[src/rtl/irq_nest_seq.sv]
module irq_nest_seq #(
  parameter int LEVELS     = 3,
  parameter int VEC_W      = 16,
  parameter int TASK_TAG_W = 7,
  parameter int STK_DEPTH  = 4,
  parameter int CLI_DELAY  = 3
) (
  input  logic                            clk,
  input  logic                            rst_n,
  input  logic [LEVELS-1:0]               irq_line,
  input  logic                            insn_end,
  input  logic                            sei_op,
  input  logic                            sei_has_lvl,
  input  logic [$clog2(LEVELS+1)-1:0]     sei_lvl,
  input  logic                            cli_op,
  input  logic                            rti_op,
  input  logic                            vec_ok,
  input  logic [VEC_W-1:0]                vec_in,
  output logic                            take_irq,
  output logic [$clog2(LEVELS+1)-1:0]     take_lvl,
  output logic                            vec_done,
  output logic                            vec_is_task,
  output logic [VEC_W-TASK_TAG_W-1:0]     vec_task_no,
  output logic                            rti_done,
  output logic                            rti_task,
  output logic [$clog2(LEVELS+1)-1:0]     cur_lvl,
  output logic                            err_under,
  output logic                            err_over
);

  localparam int LVL_W  = $clog2(LEVELS+1);
  localparam int TASK_W = VEC_W - TASK_TAG_W;
  localparam int CNT_W  = $clog2(STK_DEPTH+1);
  localparam int PTR_W  = (STK_DEPTH > 1) ? $clog2(STK_DEPTH) : 1;
  localparam int DLY_W  = $clog2(CLI_DELAY+1);

  logic [LVL_W-1:0] stk_lvl [STK_DEPTH];
  logic             stk_tsk [STK_DEPTH];
  logic [CNT_W-1:0] depth_q;
  logic [DLY_W-1:0] cli_cnt;
  logic             vec_wait;
  logic             pushed_q;
  logic [LVL_W-1:0] hi_lvl;

  always_comb begin
    hi_lvl = '0;
    for (int i = 0; i < LEVELS; i++)
      if (irq_line[i]) hi_lvl = LVL_W'(i + 1);
  end

  wire              any_strobe = sei_op | cli_op | rti_op;
  wire              can_take   = insn_end && !any_strobe && !vec_wait && (hi_lvl > cur_lvl);
  wire              stk_full   = (depth_q == CNT_W'(STK_DEPTH));
  wire              stk_empty  = (depth_q == '0);
  wire [PTR_W-1:0]  top_idx    = PTR_W'(depth_q - 1'b1);
  wire [PTR_W-1:0]  wr_idx     = PTR_W'(depth_q);
  wire              is_task    = (vec_in[VEC_W-1 -: TASK_TAG_W] == '0);
  wire [LVL_W-1:0]  push_lvl   = (cli_cnt != '0) ? '0 : cur_lvl;

  always_ff @(posedge clk) begin
    if (!rst_n) begin
      for (int i = 0; i < STK_DEPTH; i++) begin
        stk_lvl[i] <= '0;
        stk_tsk[i] <= 1'b0;
      end
      depth_q     <= '0;
      cli_cnt     <= '0;
      vec_wait    <= 1'b0;
      pushed_q    <= 1'b0;
      take_irq    <= 1'b0;
      take_lvl    <= '0;
      vec_done    <= 1'b0;
      vec_is_task <= 1'b0;
      vec_task_no <= '0;
      rti_done    <= 1'b0;
      rti_task    <= 1'b0;
      cur_lvl     <= '0;
      err_under   <= 1'b0;
      err_over    <= 1'b0;
    end else begin
      take_irq <= 1'b0;
      vec_done <= 1'b0;
      rti_done <= 1'b0;

      if (cli_cnt != '0) begin
        cli_cnt <= cli_cnt - 1'b1;
        if (cli_cnt == DLY_W'(1)) cur_lvl <= '0;
      end

      if (sei_op) begin
        cur_lvl <= sei_has_lvl ? sei_lvl : LVL_W'(LEVELS);
        cli_cnt <= '0;
      end else if (cli_op) begin
        cli_cnt <= DLY_W'(CLI_DELAY);
      end else if (rti_op) begin
        if (stk_empty) begin
          err_under <= 1'b1;
        end else begin
          cur_lvl  <= stk_lvl[top_idx];
          rti_task <= stk_tsk[top_idx];
          rti_done <= 1'b1;
          depth_q  <= depth_q - 1'b1;
          cli_cnt  <= '0;
        end
      end else if (can_take) begin
        take_irq <= 1'b1;
        take_lvl <= hi_lvl;
        cur_lvl  <= hi_lvl;
        vec_wait <= 1'b1;
        cli_cnt  <= '0;
        if (stk_full) begin
          err_over <= 1'b1;
          pushed_q <= 1'b0;
        end else begin
          stk_lvl[wr_idx] <= push_lvl;
          stk_tsk[wr_idx] <= 1'b0;
          depth_q         <= depth_q + 1'b1;
          pushed_q        <= 1'b1;
        end
      end

      if (vec_wait && vec_ok) begin
        vec_wait    <= 1'b0;
        vec_done    <= 1'b1;
        vec_is_task <= is_task;
        vec_task_no <= vec_in[TASK_W-1:0];
        if (pushed_q) stk_tsk[top_idx] <= is_task;
      end
    end
  end

endmodule

[config.mk]
export PLATFORM = sky130hd
export DESIGN_NAME = irq_nest_seq
export DESIGN_NICKNAME = d
export VERILOG_FILES = /design/src/rtl/irq_nest_seq.sv
export SDC_FILE = /design/constraint.sdc
export NUM_CORES = 1
export LEC_CHECK = 0
export BUFFER_PORTS_ARGS = -buffer_cell sky130_fd_sc_hd__buf_2
export CAP_MARGIN = 20
export CORE_MARGIN = 1.5
export CORE_UTILIZATION = 40
export DETAILED_ROUTE_END_ITERATION = 8
export HOLD_SLACK_MARGIN = 0.06
export PLACE_DENSITY_LB_ADDON = 0.05
export RECOVER_POWER = 25
export SKIP_LAST_GASP = 1
export SYNTH_ARGS = -nofsm -noshare
export SYNTH_HDL_FRONTEND = slang
export SYNTH_SLANG_ARGS = --single-unit
[constraint.sdc]
create_clock -name clk -period 3.38 [get_ports clk]
set_input_delay 0.676 -clock clk [delete_from_list [all_inputs] [get_ports clk]]
set_output_delay 0.676 -clock clk [all_outputs]
set_load 0.01 [all_outputs]
# Word level (Yosys, flattened, before mapping)
# Memories as Yosys holds them, arrays and structs flattened. A register that Yosys moved wholly into a read port is not among the register bits.
# Index checks and enable logic that the tools add are counted.
totals:
  reg_bits: 26
  ram_bits: 12
  in_bits: 29
  output_inout_bits: 20
  elab_cells: 98
  mem_count: 2
classes:
  addsub: 3
  magnitude_cmp: 1
  eq_ne: 4
  n_mux: 45
  n_bitwise: 7
  n_reduce_logical: 23
memory_table:
  columns: ["name", "words", "word_bits", "rd", "rd_ports_with_merged_regs", "write_ports", "line_no", "source"]
  rows:
  - ["stk_lvl", 4, 2, 1, 0, 4, "37", "logic [LVL_W-1:0] stk_lvl [STK_DEPTH];"]
  - ["stk_tsk", 4, 1, 1, 1, 4, "38", "logic stk_tsk [STK_DEPTH];"]
op_table:
  columns: ["operator", "count"]
  rows:
  - ["2-bit 2-to-1 mux", 20]
  - ["1-bit 2-to-1 mux", 21]
  - ["3-bit 2-to-1 mux", 4]
  - ["4-bit AND reduction", 3]
  - ["5-bit AND reduction", 2]
  - ["4-bit OR reduction", 2]
  - ["7-bit logical NOT", 1]
  - ["2-bit OR reduction", 3]
  - ["1-bit inverter", 5]
  - ["1-bit logical AND", 4]
  - ["2-bit inequality test, second input constant", 2]
  - ["2-bit nonzero test", 2]
  - ["3-bit by 1-bit adder with 3-bit output, second input constant", 1]
  - ["3-bit equality test, second input constant", 1]
  - ["1-bit logical NOT", 3]
  - ["3-bit logical NOT", 1]
  - ["3-bit by 1-bit subtractor with 3-bit output, second input constant", 1]
  - ["2-bit by 1-bit equality test with 1-bit output, second input constant", 1]
  - ["2-bit > comparator", 1]
  - ["1-bit bitwise OR", 2]
  - ["1-bit OR reduction", 2]
  - ["2-bit by 1-bit subtractor with 2-bit output, second input constant", 1]

# Logic depth before layout (Yosys ltp)
depth:
  depth_word: 15
  ltp_mapped: 8
  ltp_nobuf: 8

# Worst setup path before layout
# OpenSTA, ideal clock, no wires.
synth_timing:
  path_type: "input -> register"
  from: "input irq_line[2]"
  to: "memory stk_lvl[0][0] (netlist bit) (enable)"
  setup_ns: 0.338
  arrival_ns: 2.191
  t_required_ns: 3.042
  setup_slack_ns: 0.851
  path_stages: 7
  n_path_buf: 0
  cell_sequence: "nor2_1 -> inv_1 -> ha_1 -> nand2b_4 -> a2111oi_2 -> nand2b_1 -> o31ai_1"
synth_lines:
  columns: ["element", "line_no", "source"]
  rows:
  - ["from (decl)", "10", "input logic [LEVELS-1:0] irq_line,"]
  - ["to (decl)", "37", null]

==> results by group <==
Placed design
  • I/O Buffers: 48
  • DP Wirelength: 2.99 mm
  • DP Area: 0.00220 mm2
  • DP Worst Slack: 0.447 ns
  • GP Congestion: slightly above 0.7

Floorplan
  • Rows: 25
  • Num ports: 49
  • Starting Density: 41.4%
  • Core outline area: 0.00472 mm2
  • Die Ht: 72.9 um
  • DIE WIDTH: about 73 um
  • Die ar.: 0.00532 mm2

Hold path
  • Hold Crit Start: err_over
  • WHS Path Cells: 1
  • Worst Hold End: err_over
  • Hold Path Class: reg2reg

Route
  • Vias: 1576
  • WL final: 4.11 mm
  • Number of detailed-route iterations in the first pass: 4
  • Initial drt markers: 52
  • Detail Route Antenna Nets: 0
  • Routed vias/inst: 4.94
  • DRC Markers: 0
  • WL/cell: 12.9 um

Global routing
  • Gr usage total: 16.8%
  • Vias in the first global route: 1508
  • Initial antenna violation count: 0
  • First-pass GRT wire length: slightly below 7 mm
  • Overflow left after global routing: 0
  • Pin count of the biggest net entering global routing: 42

Timing
  • Fmax: 376 MHz
  • Slew Limit Fails: 42
  • Final hold viol count: 0
  • Hold slack: 0.465 ns
  • Setup ws final: 0.719 ns
  • Tcrit/Tclk final: 78.7%
  • Clock skew: 0.00541 ns
  • Post-layout minimum cycle time: approximately 2.7 ns
  • Worst slew pin tran: 1.65 ns
  • # setup viols final: 0
  • RSZ-0062 raised after global routing: no
  • Setup TNS: 0 ns
  • Normalized max-slew margin: -9.81%

Cells and area
  • Highest-count cells in the layout ignoring fill and taps: buf_2 (42), nand2_1 (36), dfxtp_1 (30)
  • Area Overhead vs Synth: 18.5%
  • Most common cell after layout, fill and taps aside: buf_2
  • N_diodes: 0
  • Cell area after layout: about 0.0023 mm2
  • Final core utilization: 49.1%
  • Layout cells sized above 1: 24.2%
  • Fin nets: between 200 and 300
  • Area occupied by multi-input gates: 951 um2
  • FF/Latch Area: 871 um2
  • Fill count: roughly 470

Critical path
  • Worst setup path start: irq_line[2]
  • Setup CP Type: in2reg
  • Crit Path Max Fanout: 7
  • Crit end category: flip-flop
  • Setup slack, reg-to-reg: 0.97 ns
  • Req. time, crit path: 3.34 ns
  • CP startpoint kind: input pin
  • Worst reg-to-reg path cell count: 6
  • Reg2reg end: stk_lvl[3][1]
  • WP data arrival: about 2.6 ns
  • Worst R2R Start: cur_lvl[1]

Clock tree
  • Post-cts resize count: 0
  • Post-CTS setup buffer count: 0
  • Root Driver: clkbuf_8
  • H-tree level count: 2
  • CTS Hold Bufs: 0
  • Clock Pin Slew Worst Setup and Hold Paths: around 0.080 ns
  • Clk_lat worst skew: about 0.29 ns
  • CTS tree: yes
  • CTS Buf Count: 5
  • Max clock buf depth: 2
  • Clock sink count: 39

Synth
  • Post-synthesis register bit count: 39
  • Distinct cell type count after synthesis: 44
  • Register area share after synthesis: 44.5%
  • Synthesized cell area: 0.00196 mm2
  • Primary FF master, synth: dfxtp_1
  • Mapped Cells: 205
  • Mean Syn Cell Area: 9.54 um2
  • Synth warn: 0
  • Async set or reset register ratio after synthesis: 0%
  • Syn_nets: 239
  • Number of flops mapped to enable cells by yosys: 9

Outcome
  • Status: complete, but fails checks
  • Violated checks: capacitance limit, slew limit

Pwr
  • LEAKAGE: 1.00 nW
  • Power per cell area: 444 mW/mm2
  • VDD IR max: 0.248 mV

Flow run
  • MaxCap Viol Count: 1
## logic make-up (layout without fill, tap and decap cells)
family | Yosys count | after routing | synth area share (%)
AOI/OAI and AO/OA | 52 | 52 | 20.2
xor gates and xnor gates | 3 | 3 | 1.34
adders and majority gates | 5 | 5 | 3.20
buffers and inverters | 22 | 69 | 6.85
DFF | 39 | 39 | 44.5
muxes | 4 | 4 | 3.97
and+or+nand+nor | 80 | 80 | 19.9
## metal layers
metal  routed length (um)  vias to the layer above  GRT usage (%)
met1                 2100                      730           23.4
met4                   27                        0           6.29
met2                 1850                       31           25.8
met5                    0                        -              0
met3                  135                        2           3.31
li1                     -                      813              -
## layout make-up
| type | instances | area share [%] |
|---|---|---|
| clock buffer | 7 | 5.13 |
| inverter | 11 | 1.78 |
| clock inverter | 1 | 0.324 |
| multi-input combinational | 144 | 41.0 |
| tap | 67 | 3.62 |
| timing repair buffer | 50 | 10.5 |
| sequential | 39 | 37.6 |
## synthesized netlist by cell type (3+ instances only)
cell type / number / share of area [%]
a21boi_0: 11 / 4.2
a21oi_1: 9 / 2.3
and2_1: 5 / 1.6
and3_1: 3 / 0.96
clkbuf_1: 5 / 0.96
clkbuf_8: 5 / 3.5
dfxtp_1: 30 / 31
edfxtp_1: 9 / 14
ha_1: 5 / 3.2
inv_1: 11 / 2.1
mux4_2: 3 / 3.5
nand2_1: 36 / 6.9
nand3_1: 5 / 1.3
nor2_1: 12 / 2.3
nor3_1: 3 / 0.77
o211a_1: 4 / 2.0
o21a_1: 3 / 1.2
o21ai_0: 8 / 2.0
o31ai_1: 4 / 1.5
## power by group
group	switching (W)	internal [W]	total [W]
sequential	0.0000107	0.000489	0.000500
clock	0.000169	0.000235	0.000404
combinational	0.0000691	0.0000549	0.000124
## how the worst max path moves through the flow
stage | end | cells after the start
floorplan | stk_lvl[0][0] | 7
global placement | stk_lvl[0][0] | 8
detailed placement | stk_lvl[3][1] | 8
CTS | stk_lvl[3][1] | 8
global route | stk_lvl[0][0] | 4
finish | stk_lvl[3][1] | 8
## per-stage QoR
stage,power [W],instances
floorplan,0.000597,205
global placement,0.000634,311
detailed placement,0.000635,311
CTS,0.00104,319
global route,0.00107,319
finish,0.00103,319
## critical path, cell delays in order
cell and delay, ns:
buf_2 0.10, nor2_1 0.18, inv_1 0.07, ha_1 0.33, nand2b_4 0.07, a2111oi_2 0.48
nand2b_1 0.32, o31ai_1 0.39
## registers in the layout (all words and copies together) (netlist names)
register / count
depth_q: 3
stk_tsk: 4
pushed_q: 1
err_under: 1
take_lvl: 2
rti_done: 1
vec_is_task: 1
vec_task_no: 9
stk_lvl: 8
cli_cnt: 2
vec_wait: 1
vec_done: 1
cur_lvl: 2
take_irq: 1
err_over: 1
rti_task: 1
Note: power is estimated with default switching activity, not from simulation.
